==> config.mk <==
export PLATFORM = sky130hd
export DESIGN_NAME = flash_irq_status
export DESIGN_NICKNAME = d
export VERILOG_FILES = /design/src/rtl/flash_irq_pkg.sv /design/src/rtl/fis_intr_reg.sv /design/src/rtl/fis_status_reg.sv /design/src/rtl/fis_cfg_reg.sv /design/src/rtl/fis_cmd_gate.sv /design/src/rtl/flash_irq_status.sv
export SDC_FILE = /design/constraint.sdc
export NUM_CORES = 1
export LEC_CHECK = 0
export CORE_MARGIN = 8
export CORE_UTILIZATION = 45
export CTS_CLUSTER_SIZE = 10
export DETAILED_ROUTE_END_ITERATION = 8
export DONT_BUFFER_PORTS = 1
export GPL_TIMING_DRIVEN = 0
export HOLD_SLACK_MARGIN = 0.15
export PLACE_DENSITY = 0.68
export SYNTH_ARGS = -nofsm -noshare
export SYNTH_HDL_FRONTEND = slang
export SYNTH_SLANG_ARGS = --single-unit
==> constraint.sdc <==
create_clock -name clk -period 1.5 [get_ports clk]
set_input_delay 0.075 -clock clk [delete_from_list [all_inputs] [get_ports clk]]
set_output_delay 0.075 -clock clk [all_outputs]
set_load 0.01 [all_outputs]
==> src/rtl/flash_irq_pkg.sv <==
// Shared constants and types for the flash interrupt/status register block.
// Assumes a 16-bit register word; bit positions are fixed by the software
// view of the registers and are not meant to be changed.
package flash_irq_pkg;

    localparam int REG_W  = 16;
    localparam int SEL_W  = 3;
    localparam int N_DONE = 5;   // load, program, erase, reset-done, generic
    localparam int N_ERR  = 4;   // command, erase, program, load

    typedef logic [REG_W-1:0] word_t;

    // interrupt register layout
    localparam int PEND_BIT = 15;
    // order of the done-event vector: load, program, erase, reset-done, generic
    localparam int DONE_POS [N_DONE] = '{7, 6, 5, 4, 15};

    // status register layout; order: command, erase, program, load
    localparam int ERR_CMD_BIT = 10;
    localparam int ERR_POS [N_ERR] = '{10, 11, 12, 13};

    // configuration 1 fields
    localparam int CFG1_POL_BIT = 6;
    localparam int CFG1_RDY_BIT = 7;

    localparam word_t PEND_MASK    = word_t'(1) << PEND_BIT;
    localparam word_t ERR_ALL_MASK = word_t'(16'h3C00);
    localparam word_t INT_COLD     = word_t'(16'h8080);
    localparam word_t INT_WARM     = word_t'(16'h8010);
    localparam word_t CFG1_RST     = word_t'(16'h40C0);
    localparam word_t CFG1_RD_MASK = word_t'(16'hFFE0);

    typedef enum logic [SEL_W-1:0] {
        SEL_CFG1   = 3'd0,
        SEL_CFG2   = 3'd1,
        SEL_STATUS = 3'd2,
        SEL_INTR   = 3'd3,
        SEL_CMD    = 3'd4
    } reg_sel_e;

endpackage

==> src/rtl/fis_intr_reg.sv <==
// Interrupt register and interrupt line.
// Does: applies the software AND mask, then ORs in completion bits (each with
// the pending bit), and drives the interrupt line with selectable polarity.
// Assumes: cold request outranks warm request; rst_n is synchronous.
module fis_intr_reg
    import flash_irq_pkg::*;
(
    input  logic              clk,
    input  logic              rst_n,
    input  logic              cold_req,
    input  logic              warm_req,
    input  logic              wr_en,
    input  word_t             wdata,
    input  logic [N_DONE-1:0] done_ev,
    input  logic              pol_bit,
    output word_t             intr_q,
    output logic              irq_o,
    output logic              err_wipe
);

    word_t ev_set [N_DONE];
    word_t set_all;
    word_t masked;

    // one set-mask per completion source
    for (genvar g = 0; g < N_DONE; g++) begin : g_done
        assign ev_set[g] = done_ev[g] ? ((word_t'(1) << DONE_POS[g]) | PEND_MASK) : '0;
    end

    // merge all completion set-masks
    always_comb begin
        set_all = '0;
        for (int i = 0; i < N_DONE; i++) begin
            set_all = set_all | ev_set[i];
        end
    end

    assign masked   = wr_en ? (intr_q & wdata) : intr_q;
    assign err_wipe = wr_en && !masked[PEND_BIT];

    // interrupt register: reset values, else mask then set
    always_ff @(posedge clk) begin
        if (!rst_n || cold_req) begin
            intr_q <= INT_COLD;
        end else if (warm_req) begin
            intr_q <= INT_WARM;
        end else begin
            intr_q <= masked | set_all;
        end
    end

    assign irq_o = intr_q[PEND_BIT] ^ ~pol_bit;

endmodule

==> src/rtl/fis_status_reg.sv <==
// Controller status register (error flags only).
// Does: clears all error flags on an acknowledge that drops the pending bit,
// then sets each reported error together with the command-error flag.
// Assumes: software cannot write this register directly.
module fis_status_reg
    import flash_irq_pkg::*;
(
    input  logic             clk,
    input  logic             rst_n,
    input  logic             any_rst,
    input  logic             err_wipe,
    input  logic [N_ERR-1:0] err_ev,
    output word_t            status_q
);

    word_t err_set [N_ERR];
    word_t set_all;
    word_t kept;

    // one set-mask per error source
    for (genvar g = 0; g < N_ERR; g++) begin : g_err
        assign err_set[g] = err_ev[g] ?
            ((word_t'(1) << ERR_POS[g]) | (word_t'(1) << ERR_CMD_BIT)) : '0;
    end

    // merge all error set-masks
    always_comb begin
        set_all = '0;
        for (int i = 0; i < N_ERR; i++) begin
            set_all = set_all | err_set[i];
        end
    end

    assign kept = err_wipe ? (status_q & ~ERR_ALL_MASK) : status_q;

    // status register: reset to zero, else wipe then set
    always_ff @(posedge clk) begin
        if (!rst_n || any_rst) begin
            status_q <= '0;
        end else begin
            status_q <= kept | set_all;
        end
    end

endmodule

==> src/rtl/fis_cfg_reg.sv <==
// Configuration registers 1 and 2 and the ready line.
// Does: stores both words; ready follows bit 7 of each configuration-1 write
// and is raised by any reset.
// Assumes: write strobes are already decoded per register.
module fis_cfg_reg
    import flash_irq_pkg::*;
(
    input  logic  clk,
    input  logic  rst_n,
    input  logic  any_rst,
    input  logic  wr_cfg1,
    input  logic  wr_cfg2,
    input  word_t wdata,
    output word_t cfg1_q,
    output word_t cfg2_q,
    output logic  ready_q
);

    // configuration words and ready line
    always_ff @(posedge clk) begin
        if (!rst_n || any_rst) begin
            cfg1_q  <= CFG1_RST;
            cfg2_q  <= '0;
            ready_q <= 1'b1;
        end else begin
            if (wr_cfg1) begin
                cfg1_q  <= wdata;
                ready_q <= wdata[CFG1_RDY_BIT];
            end
            if (wr_cfg2) begin
                cfg2_q <= wdata;
            end
        end
    end

endmodule

==> src/rtl/fis_cmd_gate.sv <==
// Command register gate.
// Does: accepts a command word only while no interrupt is pending and emits a
// one-cycle go strobe for each accepted word.
// Assumes: the pending flag is the registered interrupt bit 15.
module fis_cmd_gate
    import flash_irq_pkg::*;
(
    input  logic  clk,
    input  logic  rst_n,
    input  logic  any_rst,
    input  logic  wr_cmd,
    input  logic  pending,
    input  word_t wdata,
    output word_t cmd_q,
    output logic  go_q
);

    logic accept;
    assign accept = wr_cmd && !pending;

    // command latch and go strobe
    always_ff @(posedge clk) begin
        if (!rst_n || any_rst) begin
            cmd_q <= '0;
            go_q  <= 1'b0;
        end else begin
            go_q <= accept;
            if (accept) begin
                cmd_q <= wdata;
            end
        end
    end

endmodule

==> src/rtl/flash_irq_status.sv <==
// Top of the flash interrupt/status register block.
// Does: decodes register writes, routes event pulses to the interrupt and
// status registers, muxes read data and exposes the irq, ready and gating lines.
// Assumes: one register access per cycle; reads have no side effects.
module flash_irq_status
    import flash_irq_pkg::*;
(
    input  logic             clk,
    input  logic             rst_n,
    input  logic [SEL_W-1:0] reg_sel,
    input  logic             reg_wr,
    input  logic [REG_W-1:0] reg_wdata,
    output logic [REG_W-1:0] reg_rdata,
    input  logic             ev_load_done,
    input  logic             ev_prog_done,
    input  logic             ev_erase_done,
    input  logic             ev_reset_done,
    input  logic             ev_cmd_done,
    input  logic             err_cmd,
    input  logic             err_erase,
    input  logic             err_prog,
    input  logic             err_load,
    input  logic             cold_rst_req,
    input  logic             warm_rst_req,
    output logic             irq_o,
    output logic             ready_o,
    output logic             cmd_blocked_o,
    output logic             cmd_go_o,
    output logic [REG_W-1:0] cmd_code_o
);

    word_t intr_q, status_q, cfg1_q, cfg2_q, cmd_q;
    logic  err_wipe, any_rst;
    logic  wr_cfg1, wr_cfg2, wr_intr, wr_cmd;
    logic [N_DONE-1:0] done_ev;
    logic [N_ERR-1:0]  err_ev;

    assign any_rst = cold_rst_req || warm_rst_req;
    assign wr_cfg1 = reg_wr && (reg_sel == SEL_CFG1);
    assign wr_cfg2 = reg_wr && (reg_sel == SEL_CFG2);
    assign wr_intr = reg_wr && (reg_sel == SEL_INTR);
    assign wr_cmd  = reg_wr && (reg_sel == SEL_CMD);

    assign done_ev = {ev_cmd_done, ev_reset_done, ev_erase_done, ev_prog_done, ev_load_done};
    assign err_ev  = {err_load, err_prog, err_erase, err_cmd};

    fis_intr_reg u_intr (
        .clk      (clk),
        .rst_n    (rst_n),
        .cold_req (cold_rst_req),
        .warm_req (warm_rst_req),
        .wr_en    (wr_intr),
        .wdata    (reg_wdata),
        .done_ev  (done_ev),
        .pol_bit  (cfg1_q[CFG1_POL_BIT]),
        .intr_q   (intr_q),
        .irq_o    (irq_o),
        .err_wipe (err_wipe)
    );

    fis_status_reg u_status (
        .clk      (clk),
        .rst_n    (rst_n),
        .any_rst  (any_rst),
        .err_wipe (err_wipe),
        .err_ev   (err_ev),
        .status_q (status_q)
    );

    fis_cfg_reg u_cfg (
        .clk     (clk),
        .rst_n   (rst_n),
        .any_rst (any_rst),
        .wr_cfg1 (wr_cfg1),
        .wr_cfg2 (wr_cfg2),
        .wdata   (reg_wdata),
        .cfg1_q  (cfg1_q),
        .cfg2_q  (cfg2_q),
        .ready_q (ready_o)
    );

    fis_cmd_gate u_cmd (
        .clk     (clk),
        .rst_n   (rst_n),
        .any_rst (any_rst),
        .wr_cmd  (wr_cmd),
        .pending (intr_q[PEND_BIT]),
        .wdata   (reg_wdata),
        .cmd_q   (cmd_q),
        .go_q    (cmd_go_o)
    );

    // read-data multiplexer
    always_comb begin
        case (reg_sel)
            SEL_CFG1:   reg_rdata = cfg1_q & CFG1_RD_MASK;
            SEL_CFG2:   reg_rdata = cfg2_q;
            SEL_STATUS: reg_rdata = status_q;
            SEL_INTR:   reg_rdata = intr_q;
            SEL_CMD:    reg_rdata = cmd_q;
            default:    reg_rdata = '0;
        endcase
    end

    assign cmd_blocked_o = intr_q[PEND_BIT];
    assign cmd_code_o    = cmd_q;

endmodule

Word level (Yosys, flattened, before mapping)
Cells that the tools add are included.

storage, ports and cells
  register bits = 82
  output and inout port bits = 36
  logic and storage cells = 51

operators by class
  eq/ne operators = 4
  multiplexer cells = 13
  bitwise logic cells = 12
  reductions and logical operators = 14

operator list
  kind                count
  $or 16x16->16       9
  $mux 16             6
  $pmux 16 s5         1
  $mux 14             2
  $and 16x16->16      1
  $mux 13             1
  $mux 12             1
  $mux 11             1
  $mux 8              1
  $eq 3x2->1 const B  2
  $logic_and 1x1->1   6
  $eq 3x1->1 const B  1
  $eq 3x3->1 const B  1
  $logic_not 1->1     3
  $logic_not 3->1     1
  $logic_or 1x1->1    3
  $reduce_or 2->1     1
  $not 1->1           1
  $xor 1x1->1         1

Longest topological paths before layout
  depth after elaboration = 7
  mapped depth = 6

Hierarchy
Synthesis repeated with hierarchy kept, for this count alone.

second synthesis, totals
  cells, all modules = 352
  area, all modules = 3392.0 um^2

by module, submodules not included
  module            instances  cells an instance  area each (um^2)  sequential area each (um^2)
  fis_cfg_reg       1          105                1184.9            640.6
  fis_cmd_gate      1          75                 669.4             340.3
  flash_irq_status  1          80                 654.4             0.0
  fis_intr_reg      1          62                 640.6             320.3
  fis_status_reg    1          30                 242.7             80.1

Worst setup path before layout
No wires, ideal clock.

  kind = reg2out
  from = register u_intr.intr_q[15]
  to = output reg_rdata[15]
  data arrival time = 1.210 ns
  data required time = 1.425 ns
  slack = 0.215 ns
  stages on the path, launching flop included = 5
  buffers on the path = 2
  cells stage by stage = dfxtp_1 > clkbuf_1 > clkbuf_1 > a2bb2oi_1 > o21ai_0

between the ends
  cells in the longest elaborated chain, start to end = 1

RTL lines
  item                    line                    RTL
  from (decl)             fis_intr_reg.sv:16      output word_t intr_q,
  from (signal assigned)  fis_intr_reg.sv:48      intr_q <= masked | set_all;
  $pmux 16 s5             flash_irq_status.sv:95  case (reg_sel)
  to (decl)               flash_irq_status.sv:13  output logic [REG_W-1:0] reg_rdata,

Every way passes these cells.

Worst setup path after layout
Same ends and word-level chain as after synthesis.

==> flow_metrics.py <==
metrics = {
    "place": {
        "numPortBuffers": 0,
        "routabilityCongestion": 0.8200,
        "hpwl_mm": 6.494,
        "dp_slack_ps": -350.2,
    },
    "routing": {
        "drcViolationCount": 0,
        "viasPerCell": 5.886,
        "top_layer": "met4",
        "met3_length_mm": 1.052,
        "routed_wirelength_mm": 9.812,
        "met2WireLength_mm": 4.685,
        "wl_per_cell_um": 20.66,
        "drt-pass1-iter-count": 5,
        "vias": 2796,
        "drtIter0Drc": 251,
        "ant_nets": 0,
        "drt-met1-wl_mm": 3.915,
    },
    "clock_network": {
        "path_clk_slew_ps": 70,
        "cts_setup_buffers": 0,
        "clk_latency_ps": 350,
        "cts_buffer_depth": 2,
        "root_buffer": "clkbuf_8",
        "cts_sinks": 64,
        "cts_max_level": 3,
        "cts_tree": "yes",
        "cts_buffers": 9,
    },
    "floorplan": {
        "start_util": 0.4631,
        "die_y_um": 96.84,
        "fp.dieArea_um2": 9377,
        "die_x_um": 96.84,
        "rows": 29,
        "top_level_ports": 69,
        "core_area_um2": 6350,
    },
    "synth": {
        "synth_top_area_frac": 0.4357,
        "ys.flop_type": "dfxtp_1",
        "synth_nets": 379,
        "synth_top_area_cell": "dfxtp_1",
        "synth_edf_count": 0,
        "synth-seq-cells": 64,
        "synth_warnings": 0,
        "synth_area_um2": 2940,
        "syn_inst": 346,
        "synth_cell_type_count": 34,
        "synth.area.top_cells": "dfxtp_1 44%, nand2_1 8.6%, a21oi_1 8.2%",
        "yosysSeqAreaShare": 0.4357,
        "async_flop_share": 0,
        "avgSynthCellArea_um2": 8.498,
    },
    "final_layout": {
        "final_net_count": 426,
        "fillers": 591,
        "final_cell_mix": "67 x nand2_1, 63 x dfxtp_1, 48 x a21oi_1",
        "drive_gt1_frac": 0.1080,
        "fin_util": 0.5732,
        "final_common_cell": "nand2_1",
        "multiInputGateArea_um2": 1464,
        "seqCellArea_um2": 1282,
        "area_growth_pct": 23.79,
        "diodes": 0,
    },
    "sta": {
        "slew_viol_final": 0,
        "tightest_slew_ps": 730.4,
        "finalSetupViolations": 0,
        "maxSlewHeadroom": 0.5130,
        "fmax_ghz": 0.6882,
        "setup_ws_ps": 46.95,
        "finClkSkew_ps": 7.981,
        "finalHoldViolCount": 0,
        "fin_crit_ps": 1453,
        "rsz0062_at_grt": "false",
        "fin_crit_sh": 0.9687,
    },
    "worst_setup_path": {
        "worstPathRequired_ps": 1420,
        "reg2reg_to": "u_cmd.cmd_q[0]",
        "path_max_fanout": 10,
        "worstSetupStartpoint": "u_intr.intr_q[15]",
        "cp_data_arrival_time_ps": 1380,
        "path_cells": "clkbuf_8, clkbuf_8, a2bb2oi_1, o21ai_2",
        "r2r_start": "u_intr.intr_q[15]",
        "r2r_cells": 4,
        "end_kind": "primary output",
        "start_kind": "flip-flop",
        "cp_slowest_cell": "dfxtp_2",
        "cpMostUsedCell": "clkbuf_8",
        "r2r_slack_ps": 70,
        "slowest_delay_ps": 370,
        "path_class": "flip-flop to primary output",
        "crit_end": "reg_rdata[15]",
    },
    "global_routing": {
        "grt_max_degree": 13,
        "antenna_found_initial": 0,
        "grt_pass1_vias": 2845,
        "grt_overflow": 0,
        "grt_pass1_wl_mm": 15.61,
        "track_usage": 0.2091,
    },
    "power": {
        "leakagePower_nw": 1.358,
        "ir_worst_vdd_uv": 740.4,
        "power_density_nw_per_um2": 1015,
    },
    "run_status": {
        "status": "finished, final reports clean",
    },
    "worst_hold_path": {
        "min_path_type": "primary input to flip-flop",
    },
    "flow_run": {
        "cap_violations": 0,
    },
}
## how the worst min path moves through the flow
stage,cells past startpoint,endpoint,startpoint
global placement,2,u_cfg.cfg1_q[7],reg_wdata[7]
finish,4,u_cfg.cfg1_q[14],reg_sel[0]
global route,4,u_cfg.cfg1_q[6],reg_sel[0]
floorplan,1,u_intr.intr_q[15],ev_reset_done
detailed placement,1,u_intr.intr_q[15],ev_reset_done
CTS,4,u_cfg.cfg1_q[10],reg_sel[0]
## synthesized netlist by cell type (3+ instances only)
library cell  instances
nand3_1               3
inv_1                 6
dfxtp_1              64
clkbuf_1             11
nor2_1                3
o21a_1                3
nand2_1              67
buf_4                 5
buf_2                 7
a21oi_1              48
mux2i_1              20
o211ai_1              6
buf_6                 4
nand3b_1             24
o21ai_0              35
o211a_1              11
nand2b_1              3
## critical path: cells and delay by family (launching register included)
kind / cells / cell delay, ps
flops: 1 / 370
compound gates: 2 / 290
buf+inv: 2 / 360
## report_power, final
part	total [mW]	internal, mW	switching, mW
Combinational	0.315	0.133	0.182
Clock	1.66	0.934	0.729
Sequential	1.71	1.71	0.00625
Total	3.69	2.78	0.918
## what timing repair did
action | 4_1_cts | 5_1_grt
hold buffers | 37 | 0
pin swaps | 1 | 1
setup endpoints to repair | 20 | 3
endpoints found under the hold margin | 63 | 0
resized for setup | 10 | 0
## per-stage QoR
stage	setup TNS [ps]	hold WS, ps	power (mW)	std cells	area [um2]
after detailed placement	-2108	199.8	1.970	423	3037
final	0	161.4	3.693	475	3640
after CTS	0	181.2	3.686	476	3650
after global placement	-1720	201.6	1.967	423	3037
after global routing	0	216.4	3.785	475	3640
after floorplan	0	185.1	1.908	346	2940
## registers in the layout, summed over array words and instances (netlist names), named ones only
name / count
u_cfg.cfg2_q: 16
u_cmd.cmd_q: 16
u_cfg.cfg1_q: 11
u_cmd.go_q: 1
u_intr.intr_q: 12
u_status.status_q: 4
## routing by layer
metal  track usage  up-vias
met4       0.08402        0
met2        0.3422      143
met1        0.2378     1328
met3       0.08108       16
met5             0        -
li1              -     1309
## area by class of cell
type | instances | area share
clock inverter | 7 | 0.02578
sequential | 64 | 0.3524
multi-input combinational | 245 | 0.4022
timing repair buffer | 36 | 0.09900
clock buffer | 9 | 0.03403
tap | 77 | 0.02647
inverter | 6 | 0.006188
buffer | 31 | 0.05397
## logic make-up after synthesis
family | after synthesis | share of synthesized area
compound gates | 108 | 0.2140
mux | 20 | 0.06808
xor+xnor | 1 | 0.002979
buf+inv | 37 | 0.06766
flops | 64 | 0.4357
simple gates | 116 | 0.2115
No activity file was read; power rests on OpenSTA's default activity.
